**config.mk**
```make
export PLATFORM = sky130hd
export DESIGN_NAME = i2c_slave_engine
export DESIGN_NICKNAME = d
export VERILOG_FILES = /design/src/rtl/i2c_slave_engine.sv
export SDC_FILE = /design/constraint.sdc
export NUM_CORES = 1
export LEC_CHECK = 0
export BUFFER_PORTS_ARGS = -buffer_cell sky130_fd_sc_hd__buf_2
export CAP_MARGIN = 20
export CORE_ASPECT_RATIO = 1.1
export CORE_MARGIN = 4
export CORE_UTILIZATION = 25
export CTS_CLUSTER_SIZE = 20
export DETAILED_ROUTE_END_ITERATION = 8
export PLACE_DENSITY = 0.45
export SLEW_MARGIN = 20
export SYNTH_ARGS = -nofsm -noshare
export SYNTH_HDL_FRONTEND = slang
export SYNTH_SLANG_ARGS = --single-unit
```
**constraint.sdc**
```tcl
create_clock -name clk -period 2.2 [get_ports clk]
set_input_delay 0.11 -clock clk [delete_from_list [all_inputs] [get_ports clk]]
set_output_delay 0.11 -clock clk [all_outputs]
set_load 0.01 [all_outputs]
```
**src/rtl/i2c_slave_engine.sv**
```systemverilog
module i2c_slave_engine #(
  parameter logic [6:0] RST_ADDR = 7'h36,
  parameter logic [7:0] CFG_SUB  = 8'hF9,
  parameter logic [6:0] ALT_ADDR = 7'h38
) (
  input  logic       clk,
  input  logic       rst_n,
  input  logic       scl_in,
  input  logic       sda_in,
  output logic       sda_oe,
  output logic       bus_start,
  output logic       bus_stop,
  output logic       sub_stb,
  output logic       wr_stb,
  output logic       rd_req,
  output logic [7:0] rx_byte,
  input  logic [7:0] rd_byte
);

  typedef enum logic [2:0] {S_IDLE, S_ADDR, S_WR, S_RD, S_IGN} state_t;

  state_t      state;
  logic [1:0]  scl_sy, sda_sy;
  logic [2:0]  scl_h, sda_h;
  logic        scl_f, sda_f, scl_d, sda_d;
  logic [3:0]  bitcnt;
  logic [7:0]  shreg, txbyte;
  logic [6:0]  dev_addr;
  logic        rnw, first, cfg_hit;
  logic        ignoring;

  wire scl_rise = scl_f & ~scl_d;
  wire scl_fall = ~scl_f & scl_d;
  wire start_c  = scl_f & scl_d & sda_d & ~sda_f;
  wire stop_c   = scl_f & scl_d & ~sda_d & sda_f;

  assign rx_byte  = shreg;
  assign ignoring = (state == S_IGN);

  always_ff @(posedge clk or negedge rst_n) begin
    if (!rst_n) begin
      scl_sy <= '1; sda_sy <= '1;
      scl_h  <= '1; sda_h  <= '1;
      scl_f  <= 1'b1; sda_f <= 1'b1;
      scl_d  <= 1'b1; sda_d <= 1'b1;
    end else begin
      scl_sy <= {scl_sy[0], scl_in};
      sda_sy <= {sda_sy[0], sda_in};
      scl_h  <= {scl_h[1:0], scl_sy[1]};
      sda_h  <= {sda_h[1:0], sda_sy[1]};
      if (&scl_h) scl_f <= 1'b1; else if (~|scl_h) scl_f <= 1'b0;
      if (&sda_h) sda_f <= 1'b1; else if (~|sda_h) sda_f <= 1'b0;
      scl_d <= scl_f;
      sda_d <= sda_f;
    end
  end

  always_ff @(posedge clk or negedge rst_n) begin
    if (!rst_n) begin
      state     <= S_IDLE;
      bitcnt    <= '0;
      shreg     <= '0;
      txbyte    <= '0;
      dev_addr  <= RST_ADDR;
      rnw       <= 1'b0;
      first     <= 1'b0;
      cfg_hit   <= 1'b0;
      sda_oe    <= 1'b0;
      bus_start <= 1'b0;
      bus_stop  <= 1'b0;
      sub_stb   <= 1'b0;
      wr_stb    <= 1'b0;
      rd_req    <= 1'b0;
    end else begin
      bus_start <= 1'b0;
      bus_stop  <= 1'b0;
      sub_stb   <= 1'b0;
      wr_stb    <= 1'b0;
      rd_req    <= 1'b0;
      if (rd_req) txbyte <= rd_byte;

      if (start_c) begin
        state     <= S_ADDR;
        bitcnt    <= '0;
        sda_oe    <= 1'b0;
        bus_start <= 1'b1;
        first     <= 1'b1;
        cfg_hit   <= 1'b0;
      end else if (stop_c) begin
        state    <= S_IDLE;
        sda_oe   <= 1'b0;
        bus_stop <= 1'b1;
      end else if (state != S_IDLE && state != S_IGN) begin
        if (scl_rise) begin
          bitcnt <= bitcnt + 4'd1;
          if (state != S_RD && bitcnt < 4'd8) shreg <= {shreg[6:0], sda_f};
          if (state == S_RD && bitcnt == 4'd8) begin
            if (sda_f) state  <= S_IGN;
            else       rd_req <= 1'b1;
          end
        end else if (scl_fall) begin
          if (bitcnt == 4'd8) begin
            case (state)
              S_ADDR: begin
                if (shreg[7:1] == dev_addr) begin
                  sda_oe <= 1'b1;
                  rnw    <= shreg[0];
                  if (shreg[0]) rd_req <= 1'b1;
                end else begin
                  state <= S_IGN;
                end
              end
              S_WR: begin
                sda_oe <= 1'b1;
                if (first) begin
                  sub_stb <= 1'b1;
                  first   <= 1'b0;
                  cfg_hit <= (shreg == CFG_SUB);
                end else begin
                  wr_stb  <= 1'b1;
                  cfg_hit <= 1'b0;
                  if (cfg_hit && shreg == {1'b0, ALT_ADDR}) dev_addr <= ALT_ADDR;
                end
              end
              default: sda_oe <= 1'b0;
            endcase
          end else if (bitcnt == 4'd9) begin
            bitcnt <= '0;
            if (state == S_RD || (state == S_ADDR && rnw)) begin
              state  <= S_RD;
              shreg  <= txbyte;
              sda_oe <= ~txbyte[7];
            end else begin
              state  <= S_WR;
              sda_oe <= 1'b0;
            end
          end else if (state == S_RD && bitcnt != 4'd0) begin
            sda_oe <= ~shreg[6];
            shreg  <= {shreg[6:0], 1'b0};
          end
        end
      end
    end
  end

endmodule

```
* Word-level counts from Yosys, hierarchy flattened
Index checks and enable logic that the tools add are counted.
** Cells by class
- Shifts and indexed selects :: 0
- Add/subtract/negate cells :: 1
- Equality and inequality tests :: 24
- Reductions and logical operators :: 33
- Bitwise gates (word level) :: 17
- Div/mod/pow operators :: 0
- $lt $le $gt $ge :: 1
- Muxes and demuxes :: 86
- Multiply operators :: 0
** Operator list (count)
- 2-to-1 mux 1 bit :: 60
- 2-to-1 mux 8 bit :: 7
- 2-to-1 mux 3 bit :: 11
- 2-to-1 mux 4 bit :: 7
- nonzero test 3 bit :: 6
- AND reduction 8 bit :: 2
- inequality test 5 bit (second input constant) :: 2
- NOT 1 bit :: 10
- AND reduction 5 bit :: 2
- nonzero test 2 bit :: 5
- nonzero test 5 bit :: 2
- AND reduction 9 bit :: 1
- == test 4 bit (second input constant) :: 2
- == test 8 x 6 -> 1 bit (second input constant) :: 1
- == test 8 bit (second input constant) :: 1
- inequality test 2 bit (second input constant) :: 4
- nonzero test 4 bit :: 2
- AND 1 bit :: 7
- == test 7 x 6 -> 1 bit :: 1
- AND reduction 7 bit :: 1
- == test 3 x 2 -> 1 bit (second input constant) :: 2
- logical AND 1 bit :: 6
- inequality test 3 x 2 -> 1 bit (second input constant) :: 2
- inequality test 3 bit (second input constant) :: 2
- other kinds (13) :: 16
** Storage, ports and cells
- Bits in read-only memories :: 0
- Memories kept :: 0
- Logic and storage cells :: 184
- Register bits :: 49
- Bits in writable memories :: 0
- Input bits :: 12
- Latch bits :: 0

* Longest topological paths before layout
Gate-level depths: netlist of run 1.
- Word-level depth :: 11
- Depth in mapped cells :: 8
- Mapped depth without buffers :: 6

* Worst setup path after synthesis of run 1
Ideal clock, no wire load.
- Kind :: reg2reg
- From :: register scl_d
- To :: register state[0]
- Slack :: 174 ps
- Buffers on the path :: 1
- Setup time :: 125 ps
- Data arrival time :: 1900 ps
- Cell stages (with the launch flop) :: 8
- Path through :: dfstp_2 inv_1 ha_1 buf_2 nand4bb_1 a2111oi_4 o31ai_2 mux2_4
** On the way
- Longest elaborated chain between the ends :: 6
- Elaborated cells on any way between the ends :: 20
- Classes of those cells :: eq/ne: 4; mux: 4; bitwise: 8; reduce/logical: 4
** Ends and longest elaborated chain
- start, declared :: RTL line 25 : logic scl_f, sda_f, scl_d, sda_d;
- start signal, assigned :: RTL line 53 : scl_d <= scl_f;
- parallel branches: the longest is 6 deep, another holds AND reduction 7 bit
- end signal, assigned :: RTL line 83 : state <= S_ADDR;
- end signal, assigned :: RTL line 90 : state <= S_IDLE;
- end signal, assigned :: RTL line 98 : if (sda_f) state <= S_IGN;
- end, declared :: RTL line 22 : state_t state;
Several ways; the timed one is not identified. The select of a mux whose other input is x is not followed.
A chain may end at the register's enable or synchronous reset.

* Worst setup path after layout of run 1
- From :: register bitcnt[0]
- To :: register shreg[2], in the netlist rx_byte[2]
** On the way
- Longest elaborated chain between the ends :: 5
- Elaborated cells on any way between the ends :: 15
- Classes of those cells :: order compare: 1; eq/ne: 5; mux: 4; reduce/logical: 5
** Ends and longest elaborated chain
- start, declared :: RTL line 26 : logic [3:0] bitcnt;
- start signal, assigned :: RTL line 95 : bitcnt <= bitcnt + 4'd1;
- parallel branches: the longest is 5 deep, another holds less-than comparator 4 bit
- end signal, assigned :: RTL line 96 : if (state != S_RD && bitcnt < 4'd8) shreg <= {shreg[6:0], sda_f};
- end signal, assigned :: RTL line 131 : shreg <= txbyte;
- end signal, assigned :: RTL line 139 : shreg <= {shreg[6:0], 1'b0};
- end, declared :: RTL line 27 : logic [7:0] shreg, txbyte;
Several ways; the timed one is not identified. The select of a mux whose other input is x is not followed.

==> results of run 1 <==
-- power by group through the flow --
stage / Combinational, mW / Sequential, mW / Clock (mW)
3_3_place_gp: 0.281 / 0.994 / 0
2_1_floorplan: 0.177 / 0.972 / 0
5_1_grt: 0.320 / 0.985 / 0.750
6_report: 0.287 / 0.979 / 0.683
3_5_place_dp: 0.279 / 0.994 / 0
4_1_cts: 0.285 / 0.979 / 0.718
-- flip-flops by register name, indices dropped and copies added (netlist names), 2 cells and up --
name	cells
scl_h	3
dev_addr	2
sda_h	3
scl_sy	2
bitcnt	4
state	3
txbyte	8
sda_sy	2
rx_byte	8
-- worst paths after layout --
path | end | slack (ps) | cells after the start | from
worst min-delay path | txbyte[6] | 30 | 2 | rd_byte[6]
max in group asynchronous | sda_d | 1270 | 3 | rst_n
worst max-delay path | rx_byte[2] | 80 | 8 | bitcnt[0]
worst min register to register | scl_h[2] | 360 | 0 | scl_h[1]
worst max register to register | rx_byte[2] | 80 | 8 | bitcnt[0]
min in group asynchronous | rx_byte[4] | 240 | 2 | rst_n
-- worst max-delay path, delay by kind of cell, from the launching register on --
family                     cells  cell delay, ps
muxes                          1             330
DFF                            1             410
and+or+nand+nor                1             210
buffers and inverters          3             410
AOI/OAI and AO/OA              2             400
adders and majority gates      1             240
-- per-stage QoR --
stage / instance area (um^2) / instances / total power, mW / setup WS [ps] / hold slack (ps)
6_report: 2920 / 364 / 1.95 / 82.9 / 27.1
5_1_grt: 2920 / 364 / 2.05 / 17.9 / 10.8
4_1_cts: 2900 / 364 / 1.98 / 28.9 / 13.3
3_5_place_dp: 2750 / 353 / 1.27 / 63.1 / 42.7
3_3_place_gp: 2750 / 353 / 1.28 / 100 / 40.8
2_1_floorplan: 2380 / 201 / 1.15 / 174 / -186
-- repair_timing --
item	in CTS	in global routing
hold buffers	3	0
gates resized for setup	0	3
setup endpoints to repair	0	7
hold endpoints to repair	15	0
buffers inserted	0	0
-- placed cells by master, fill, tap and decap left out, types with 4 or more instances in the layout --
| cell | count |
|---|---|
| sky130_fd_sc_hd__dfstp_2 | 15 |
| sky130_fd_sc_hd__nand4_1 | 4 |
| sky130_fd_sc_hd__dfrtp_1 | 33 |
| sky130_fd_sc_hd__buf_2 | 25 |
| sky130_fd_sc_hd__inv_1 | 11 |
| sky130_fd_sc_hd__a21oi_1 | 5 |
| sky130_fd_sc_hd__mux2_2 | 21 |
| sky130_fd_sc_hd__nand2_1 | 10 |
| sky130_fd_sc_hd__nor2_1 | 8 |
| sky130_fd_sc_hd__ha_1 | 6 |
| sky130_fd_sc_hd__clkbuf_8 | 5 |
| sky130_fd_sc_hd__and3b_1 | 4 |
| sky130_fd_sc_hd__buf_4 | 19 |
| sky130_fd_sc_hd__nand3b_1 | 6 |
| sky130_fd_sc_hd__nor4_1 | 4 |
| sky130_fd_sc_hd__o21ai_0 | 10 |
| sky130_fd_sc_hd__o211ai_1 | 5 |
| sky130_fd_sc_hd__nand3_1 | 4 |
-- logic make-up (layout without fill, tap and decap cells) --
family / Yosys count / count (layout) / share of synthesized area
AOI/OAI and AO/OA: 39 / 39 / 0.127
xor gates and xnor gates: 4 / 4 / 0.0147
adders and majority gates: 6 / 6 / 0.0315
buffers and inverters: 20 / 66 / 0.0373
DFF: 48 / 48 / 0.512
muxes: 26 / 26 / 0.123
and+or+nand+nor: 58 / 58 / 0.155
-- layer usage --
layer  GRT usage  up-vias  part of all wire
li1            -      823                 -
met4      0.0266        0             0.010
met1       0.146      835              0.49
met3      0.0202        4             0.026
met2       0.161       32              0.48
met5           0        -                 0
-- final cells by class --
type	count	area, um^2
well taps	117	146
inverters	11	41.3
clock inverters	3	50.0
fillers	988	6430
clock buffers	5	68.8
multi-input cells	133	1100
repair buffers	47	298
flip-flops and latches	48	1220
==> impl_results.md, run 1 <==
* Classification of the worst-slack hold path: input pin to flop
* Die outline width at 101 um
* Cell Chain, Critical Path: inv_1 -> ha_1 -> buf_4 -> and3b_1 -> o22ai_1 -> o2111a_1 -> buf_4 -> mux2_2
* Post-synthesis net count at approximately 220
* Die area at 0.0112 mm^2
* Final max-slew violation count at 0
* Post-synthesis area per instance at 11.9 um^2
* Total congestion overflow after global routing at 0
* CTS sink cnt at 48
* Number of antenna violations at the first check in global routing at 0
* Vias in the first global route at 1785
* Latest clock arrival within the worst-skew pair at just over 300 ps
* Switching power as a share of total power at 0.277
* Leading area contributor after synthesis: sky130_fd_sc_hd__dfrtp_1
* Leakage power at around 1.4 nW
* Number of iterations in the first detailed-routing pass at 4
* Number of unique standard cell types used by synthesis at 49
* Logic gate share of total power at 0.147
* Number of I/O pins at 26
* Startpoint types: flop
* Routed WL per cell at between 15 and 20 um
* Row count at 37
* Worst-Margin Slew at 514 ps
* Final number of setup-violating endpoints at 0
* Cell with the biggest individual delay on the critical path: sky130_fd_sc_hd__dfrtp_1
* Sequential share of power at 0.502
* Most used flip-flop cell after synthesis: sky130_fd_sc_hd__dfrtp_1
* Share of total power in the clock network at 0.351
* Clock buffer count from CTS at 5
* Period minus WS final at 2120 ps
* Largest fanout on the critical path at 4
* Pin count of the biggest net entering global routing at 25
* Crit. End Element: flop
* Post-detailed-route via-to-cell ratio at 4.65
* Height of the die at about 110 um
* Final setup TNS at 0 ps
* Port Buffers at 25
* Internal power at roughly 1.4 mW
* Detailed-placement wirelength estimate at 4190 um
* Overall Global Routing Usage at 0.104
* CP Class: flop to flop
* FF+latch count, synth at 48
* Net count of the finished layout at 264
* Final number of hold-violating endpoints at 0
* Psw at roughly 540 uW
* GP Congestion at 0.829
* Cell repeated most along the worst path: sky130_fd_sc_hd__buf_4
* Worst IR drop on VDD at roughly 0.0003 V
* Top achievable clock speed at about 470 MHz
* Proportion of synthesized flip-flops having asynchronous set or reset at 1.00
* Root Driver: sky130_fd_sc_hd__clkbuf_8
* Worst stage delay on the critical path at 410 ps
* Required @ worst endpoint at 2400 ps
* Number of buffers on the longest clock path at 2
* Area of the core at 0.00935 mm^2
* Proportion of layout cells with a drive suffix above 1 at 0.405
* Unrepaired setup endpoints after global routing: no
* Number of maximum-capacitance violations at 0
* Core Util, Final at 0.312
* Max-slew headroom at 0.654
* Status: finished, final reports clean
* Initial core utilization at 0.255
* Top-area cell type share of the netlist area at 0.346
* CTS tree: yes
* Number of standard cells after synthesis at 201
* Post-detailed-route DRC marker count at 0
* Wire length of the first global-routing pass at 9330 um
* Post-Syn Area at 0.00238 mm^2
* Ant. Diodes at 0
* Number of synthesized flops with an enable pin at 0
* Post-route fraction of the period consumed by the critical path at 0.962
* Top-count cell post-synth: sky130_fd_sc_hd__dfrtp_1
* Initial drt markers at 104
* Level count of the clock H-tree at 2
* Overall via count from detail_route at roughly 1700
* Most frequent cells after synthesis: sky130_fd_sc_hd__dfrtp_1, sky130_fd_sc_hd__mux2_2, sky130_fd_sc_hd__dfstp_2, sky130_fd_sc_hd__inv_1
* Routed Wire Length at 5590 um
* PD cells at 667 mW/mm^2
* Clock transition at path regs at 100 ps
* Warnings, synthesis at 0
* WP data arrival at ~2300 ps
* Synth-to-Final Area Change at 22.5%
* Final setup skew at 10.8 ps
* Top cells by area in the synthesized netlist: sky130_fd_sc_hd__dfrtp_1, sky130_fd_sc_hd__dfstp_2, sky130_fd_sc_hd__mux2_2
* Remaining antenna violation count after routing at 0
* Sequential cell area fraction in the yosys report at 0.512
Note: power is estimated with default switching activity, not from simulation.
==> run 2, diff against run 1 <==
--- a/config.mk
+++ b/config.mk
@@ -5,6 +5,7 @@
 export SDC_FILE = /design/constraint.sdc
 export NUM_CORES = 1
 export LEC_CHECK = 0
+export ABC_AREA = 1
 export BUFFER_PORTS_ARGS = -buffer_cell sky130_fd_sc_hd__buf_2
 export CAP_MARGIN = 20
 export CORE_ASPECT_RATIO = 1.1
==> impl_results.md, run 2 <==
* Die outline width at just over 100 um
* Max-slew headroom at 0.703
* Detailed-placement wirelength estimate at 3870 um
* Final setup skew at between 6 and 7 ps
* Highest-count cells in the layout ignoring fill and taps: sky130_fd_sc_hd__nand2_1, sky130_fd_sc_hd__inv_1, sky130_fd_sc_hd__dfrtp_1
* Proportion of layout cells with a drive suffix above 1 at 0.253
* Root Driver: sky130_fd_sc_hd__clkbuf_8
* Routed WL per cell at 11.7 um
* Routed Wire Length at 5040 um
* FF+latch count, synth at 48
* Post-synthesis area per instance at approximately 8.8 um^2
* Warnings, synthesis at 0
* Top-count cell post-synth: sky130_fd_sc_hd__nand2_1
* Number of placed cells counting well taps at 418
* Net count of the finished layout at roughly 330
* Row count at 37
* Leakage power at 1.40 nW
* CTS tree: yes
* Top achievable clock speed at between 500 and 600 MHz
* Total congestion overflow after global routing at 0
* Post-detailed-route via-to-cell ratio at approximately 4.3
* Latest clock arrival within the worst-skew pair at 300 ps
* Clock buffer count from CTS at 5
* Level count of the clock H-tree at 2
* Number of antenna violations at the first check in global routing at 0
* Worst stage delay on the critical path at 570 ps
* Required @ worst endpoint at 2390 ps
* PD cells at 802 mW/mm^2
* Number of synthesized flops with an enable pin at 0
* Top cells by area in the synthesized netlist: sky130_fd_sc_hd__dfrtp_1, sky130_fd_sc_hd__dfstp_2, sky130_fd_sc_hd__nand2_1
* Number of unique standard cell types used by synthesis at 31
* Vias in the first global route at 1844
* CP Class: flop to flop
* Area of the core at 0.00940 mm^2
* Crit. End Element: flop
* Commonest non-fill, non-tap cell in the layout: sky130_fd_sc_hd__nand2_1
* Cell with the biggest individual delay on the critical path: sky130_fd_sc_hd__dfstp_2
* Remaining antenna violation count after routing at 0
* Post-Syn Area at 0.00241 mm^2
* Height of the die at 111 um
* Synth-to-Final Area Change at 16.6%
* Gates resized, CTS repair at 0
* Overall Global Routing Usage at 0.0981
* Sequential cell area fraction in the yosys report at 0.507
* Clock transition at path regs at 80 ps
* Final number of hold-violating endpoints at 0
* Number of buffers on the longest clock path at 2
* Post-synthesis net count at 293
* Classification of the worst-slack hold path: input pin to flop
* Most used flip-flop cell after synthesis: sky130_fd_sc_hd__dfrtp_1
* Number of iterations in the first detailed-routing pass at 4
* Die area at 0.0113 mm^2
* Wire length of the first global-routing pass at 8980 um
* Startpoint types: flop
* Leading area contributor after synthesis: sky130_fd_sc_hd__dfrtp_1
* Post-detailed-route DRC marker count at 0
* WP data arrival at 2040 ps
* Status: finished, final reports clean
* Worst-Margin Slew at approximately 450 ps
* Post-route fraction of the period consumed by the critical path at 0.841
* Number of I/O pins at 26
* Pin count of the biggest net entering global routing at 27
* Cell Chain, Critical Path: inv_1 -> ha_1 -> inv_1 -> nand2_2 -> nor2_2 -> nand2_2 -> nor2_8 -> nand2_8 -> nand2_1 -> nand2_1
* Top-area cell type share of the netlist area at 0.343
* Ant. Diodes at 0
* Number of maximum-capacitance violations at 0
* Worst IR drop on VDD at 0.000327 V
* Most frequent cells after synthesis: sky130_fd_sc_hd__nand2_1, sky130_fd_sc_hd__inv_1, sky130_fd_sc_hd__dfrtp_1, sky130_fd_sc_hd__nand3_1
* Number of standard cells after synthesis at between 200 and 300
* Final number of setup-violating endpoints at 0
* Unrepaired setup endpoints after global routing: no
* Initial drt markers at between 90 and 100
* Overall via count from detail_route at approximately 1900
* Proportion of synthesized flip-flops having asynchronous set or reset at 1.00
* CTS sink cnt at 48
* Period minus WS final at 1850 ps
* GP Congestion at roughly 0.83
* Final setup TNS at 0 ps
* Initial core utilization at 0.256
* Port Buffers at 25
* Final Non-Filler Cells at 429
* Final max-slew violation count at 0
* Largest fanout on the critical path at 9
-- run 2: changes by cell type in the layout (fill, tap and decap cells not counted), sizes merged, moves of 13 or more --
cell	change
nand3	+25
nand2	+64
o21ai	+13
inv	+29
buf	-16
mux2	-22
-- run 2: layout make-up --
class / count / area [um^2]
clock buffer: 8 / 90.1
fill: 1005 / 6590
inverter: 43 / 163
multi-input combinational: 182 / 1010
sequential: 48 / 1220
tap: 117 / 146
timing repair buffer: 31 / 178
-- run 2: path summary, 6_finish.rpt --
kind | start | endpoint | slack (ps) | cells past startpoint
max in group asynchronous | rst_n | scl_d | 1550 | 3
worst min register to register | scl_sy[0] | scl_sy[1] | 350 | 0
worst max-delay path | scl_f | rx_byte[4] | 350 | 10
min in group asynchronous | rst_n | dev_addr[3] | 330 | 3
worst max register to register | scl_f | rx_byte[4] | 350 | 10
worst min-delay path | rd_byte[1] | txbyte[1] | 20 | 3
-- run 2: logic make-up after synthesis --
| family | count (synthesis) | share of synthesized area |
|---|---|---|
| buffers and inverters | 45 | 0.0738 |
| adders and majority gates | 6 | 0.0312 |
| muxes | 1 | 0.00468 |
| AOI/OAI and AO/OA | 35 | 0.0754 |
| DFF | 48 | 0.507 |
| and+or+nand+nor | 138 | 0.301 |
| xor gates and xnor gates | 2 | 0.00728 |
-- run 2: worst max-delay path, delay by kind of cell, from the launching register on --
kind	cells	cell delay, ps
DFF	1	570
buffers and inverters	2	130
and+or+nand+nor	7	770
adders and majority gates	1	280
-- run 2: repair_timing --
item / in CTS / in global routing
setup buffers: 0 / 0
hold buffers: 3 / 0
endpoints found under the hold margin: 35 / 0
-- run 2: per-stage QoR --
step / total power [mW] / util / setup slack, ps / hold slack (ps) / area, um^2
after floorplan: 1.55 / - / 532 / -186 / 2410
after global placement: 1.73 / 0.286 / 354 / 136 / 2690
after detailed placement: 1.73 / 0.286 / 355 / 129 / 2690
after CTS: 2.29 / 0.299 / 348 / 10.5 / 2810
after global routing: 2.43 / 0.299 / 226 / 23.3 / 2810
final: 2.25 / 0.299 / 351 / 20.4 / 2810
-- run 2: per-layer routing --
metal | global-route usage | part of all wire
met1 | 0.134 | 0.48
met2 | 0.153 | 0.48
met3 | 0.0164 | 0.023
met4 | 0.0399 | 0.023
met5 | 0 | 0
-- run 2: power by group --
| group | internal [mW] | switching (mW) | total [mW] |
|---|---|---|---|
| combinational | 0.210 | 0.386 | 0.596 |
| clock | 0.257 | 0.283 | 0.540 |
| sequential | 0.998 | 0.118 | 1.12 |
| total | 1.47 | 0.786 | 2.25 |
==> run 3, diff against run 2 <==
--- a/config.mk
+++ b/config.mk
@@ -5,7 +5,7 @@
 export SDC_FILE = /design/constraint.sdc
 export NUM_CORES = 1
 export LEC_CHECK = 0
-export ABC_AREA = 1
+export ABC_AREA = 0
 export BUFFER_PORTS_ARGS = -buffer_cell sky130_fd_sc_hd__buf_2
 export CAP_MARGIN = 20
 export CORE_ASPECT_RATIO = 1.1
==> constraint.sdc (replaced) <==
create_clock -name clk -period 1.7 [get_ports clk]
set_input_delay 0.085 -clock clk [delete_from_list [all_inputs] [get_ports clk]]
set_output_delay 0.085 -clock clk [all_outputs]
set_load 0.01 [all_outputs]
==> impl_results.md, run 3 (synthesis gave the netlist of run 1 again) <==
* Status: finished with violations
* Violations in the final reports: setup timing
* Ant. Diodes at 0
* Classification of the worst-slack hold path: input pin to flop
* Number of antenna violations at the first check in global routing at 0
* Proportion of layout cells with a drive suffix above 1 at 0.559
* Post-route fraction of the period consumed by the critical path at 1.12
* Top delay family on crit path: compound AO/OA/AOI/OAI gates
* Post-detailed-route DRC marker count at 0
* Post-detailed-route via-to-cell ratio at 4.62
* Initial drt markers at 86
* Detailed-placement wirelength estimate at 4630 um
* Final number of setup-violating endpoints at 19
* Area of the core at a little over 0.009 mm^2
* Height of the die at 110 um
* WP data arrival at 2100 ps
* Worst-Margin Slew at 375 ps
* Hold Path Cell Cnt at 2
* Worst min-delay path startpoint: rd_byte[0]
* Startpoint of the worst register-to-register path: scl_d
* Startpoint types: flop
* CTS tree: yes
* Die outline width at roughly 100 um
* Total congestion overflow after global routing at 0
* PD cells at 752 mW/mm^2
* Remaining antenna violation count after routing at 0
* R2r worst-path depth at 6
* Pin count of the biggest net entering global routing at 49
* Final Non-Filler Cells at 416
* Number of I/O pins at 26
* Period minus WS final at ~1900 ps
* Cell with the biggest individual delay on the critical path: sky130_fd_sc_hd__dfstp_2
* Port Buffers at 25
* Register-to-Register Setup Slack at -200 ps
* Worst stage delay on the critical path at 560 ps
* Latest clock arrival within the worst-skew pair at about 310 ps
* Worst-case setup margin in the final layout at -204 ps
* Largest fanout on the critical path at 3
* Worst IR drop on VDD at 0.000396 V
* Net count of the finished layout at 316
* Number of iterations in the first detailed-routing pass at 4
* Max-slew headroom at 0.748
* Routed WL per cell at 15.1 um
* Clock transition at path regs at around 100 ps
* Commonest non-fill, non-tap cell in the layout: sky130_fd_sc_hd__buf_4
* Routed Wire Length at 6290 um
* Overall via count from detail_route at 1922
* Final max-slew violation count at 0
* Overall Global Routing Usage at 0.118
* Root Driver: sky130_fd_sc_hd__clkbuf_8
* Leakage power at between 1.5 and 2 nW
* Area of all placed cells without fillers at 0.00351 mm^2
* Synth-to-Final Area Change at 47.1%
* Post-placement worst setup slack at -272 ps
* CTS sink cnt at 48
* Unrepaired setup endpoints after global routing: yes
* Vias in the first global route at about 2000
* Number of filler cells placed in the layout at around 950
* Cell Chain, Critical Path: buf_6 -> ha_4 -> o21ba_4 -> o211ai_1 -> o31ai_2 -> mux2_4
* Level count of the clock H-tree at 2
* Top achievable clock speed at 525 MHz
* Reg2Reg Capture Point: state[0]
* Number of maximum-capacitance violations at 0
* Final setup skew at ~9.3 ps
* Final number of hold-violating endpoints at 0
* Number of buffers on the longest clock path at 2
* Die area at 0.0112 mm^2
* Required @ worst endpoint at 1890 ps
* Number of placed cells counting well taps at 388
* Final setup TNS at -2610 ps
* CP Class: flop to flop
* Placed Instance Area at approximately 0.0031 mm^2
* Initial core utilization at 0.255
* Crit. End Element: flop
* GP Congestion at approximately 0.83
* Row count at 37
* Crit path buffers/inverters at 1
* Worst min-delay path endpoint: txbyte[0]
* Wire length of the first global-routing pass at 10600 um
* Clock buffer count from CTS at 5
* Highest-count cells in the layout ignoring fill and taps: sky130_fd_sc_hd__buf_4, sky130_fd_sc_hd__dfrtp_1, sky130_fd_sc_hd__buf_2
[run 3: changes by cell type in the layout (fill, tap and decap cells not counted), sizes merged, moves of 4 or more]
cell         before  now
a21oi             9    5
and3b             0    4
buf              28   89
dlygate4sd3       3   10
inv              42   13
mux2              1   23
nand2            74   10
nand3            29    4
nand3b            0    7
nor2             20    8
nor3             10    2
nor4              0    4
o211ai            0    5
o21ai            23   10
[run 3: how the worst max path moves through the flow]
stage	start	endpoint	slack [ps]	cells past startpoint
final	scl_d	state[0]	-200	6
after global routing	scl_f	state[0]	-290	6
after CTS	scl_f	state[0]	-200	6
after detailed placement	scl_f	rx_byte[4]	-270	6
after global placement	scl_f	rx_byte[4]	-270	6
after floorplan	scl_f	state[0]	-170	6
[run 3: worst register-to-register path, delay by kind of cell (launching register included)]
family | cells | cell delay (ps)
buffers and inverters | 1 | 120
muxes | 1 | 320
DFF | 1 | 560
adders and majority gates | 1 | 200
AOI/OAI and AO/OA | 3 | 600
[run 3: per-layer routing]
| metal | track usage | vias up | part of all wire |
|---|---|---|---|
| li1 | - | 931 | - |
| met5 | 0 | - | 0 |
| met2 | 0.183 | 30 | 0.47 |
| met3 | 0.0196 | 8 | 0.028 |
| met1 | 0.167 | 953 | 0.48 |
| met4 | 0.0346 | 0 | 0.020 |
[run 3: stage by stage]
stage	hold WS (ps)	util	power, mW
finish	4.95	0.375	2.64
CTS	0.242	0.368	2.62
global placement	93.7	0.332	1.79
global route	3.33	0.375	2.77
floorplan	-211	-	1.51
detailed placement	95.4	0.332	1.79
[run 3: timing repair]
item | CTS | global route
endpoints found under the setup margin | 23 | 24
setup buffers | 8 | 4
hold buffers | 9 | 1
pin swaps | 8 | 8
hold endpoints to repair | 41 | 1
resized for setup | 25 | 10
[run 3: cell type report]
type                            instances  area (um^2)  share of cell area
Multi-Input combinational cell        133         1250               0.357
Sequential cell                        48         1220               0.348
Timing Repair Buffer                   99          757               0.216
Tap cell                              117          146              0.0418
Clock buffer                            5         68.8              0.0196
Inverter                               11         41.3              0.0118
Clock inverter                          3         21.3             0.00607
[run 3: where the power goes]
group / switching, mW / leakage (nW) / internal [mW] / total (mW)
clock network: 0.426 / 0.0466 / 0.296 / 0.723
logic: 0.302 / 1.03 / 0.357 / 0.659
registers: 0.0493 / 0.611 / 1.21 / 1.26
total: 0.777 / 1.68 / 1.86 / 2.64
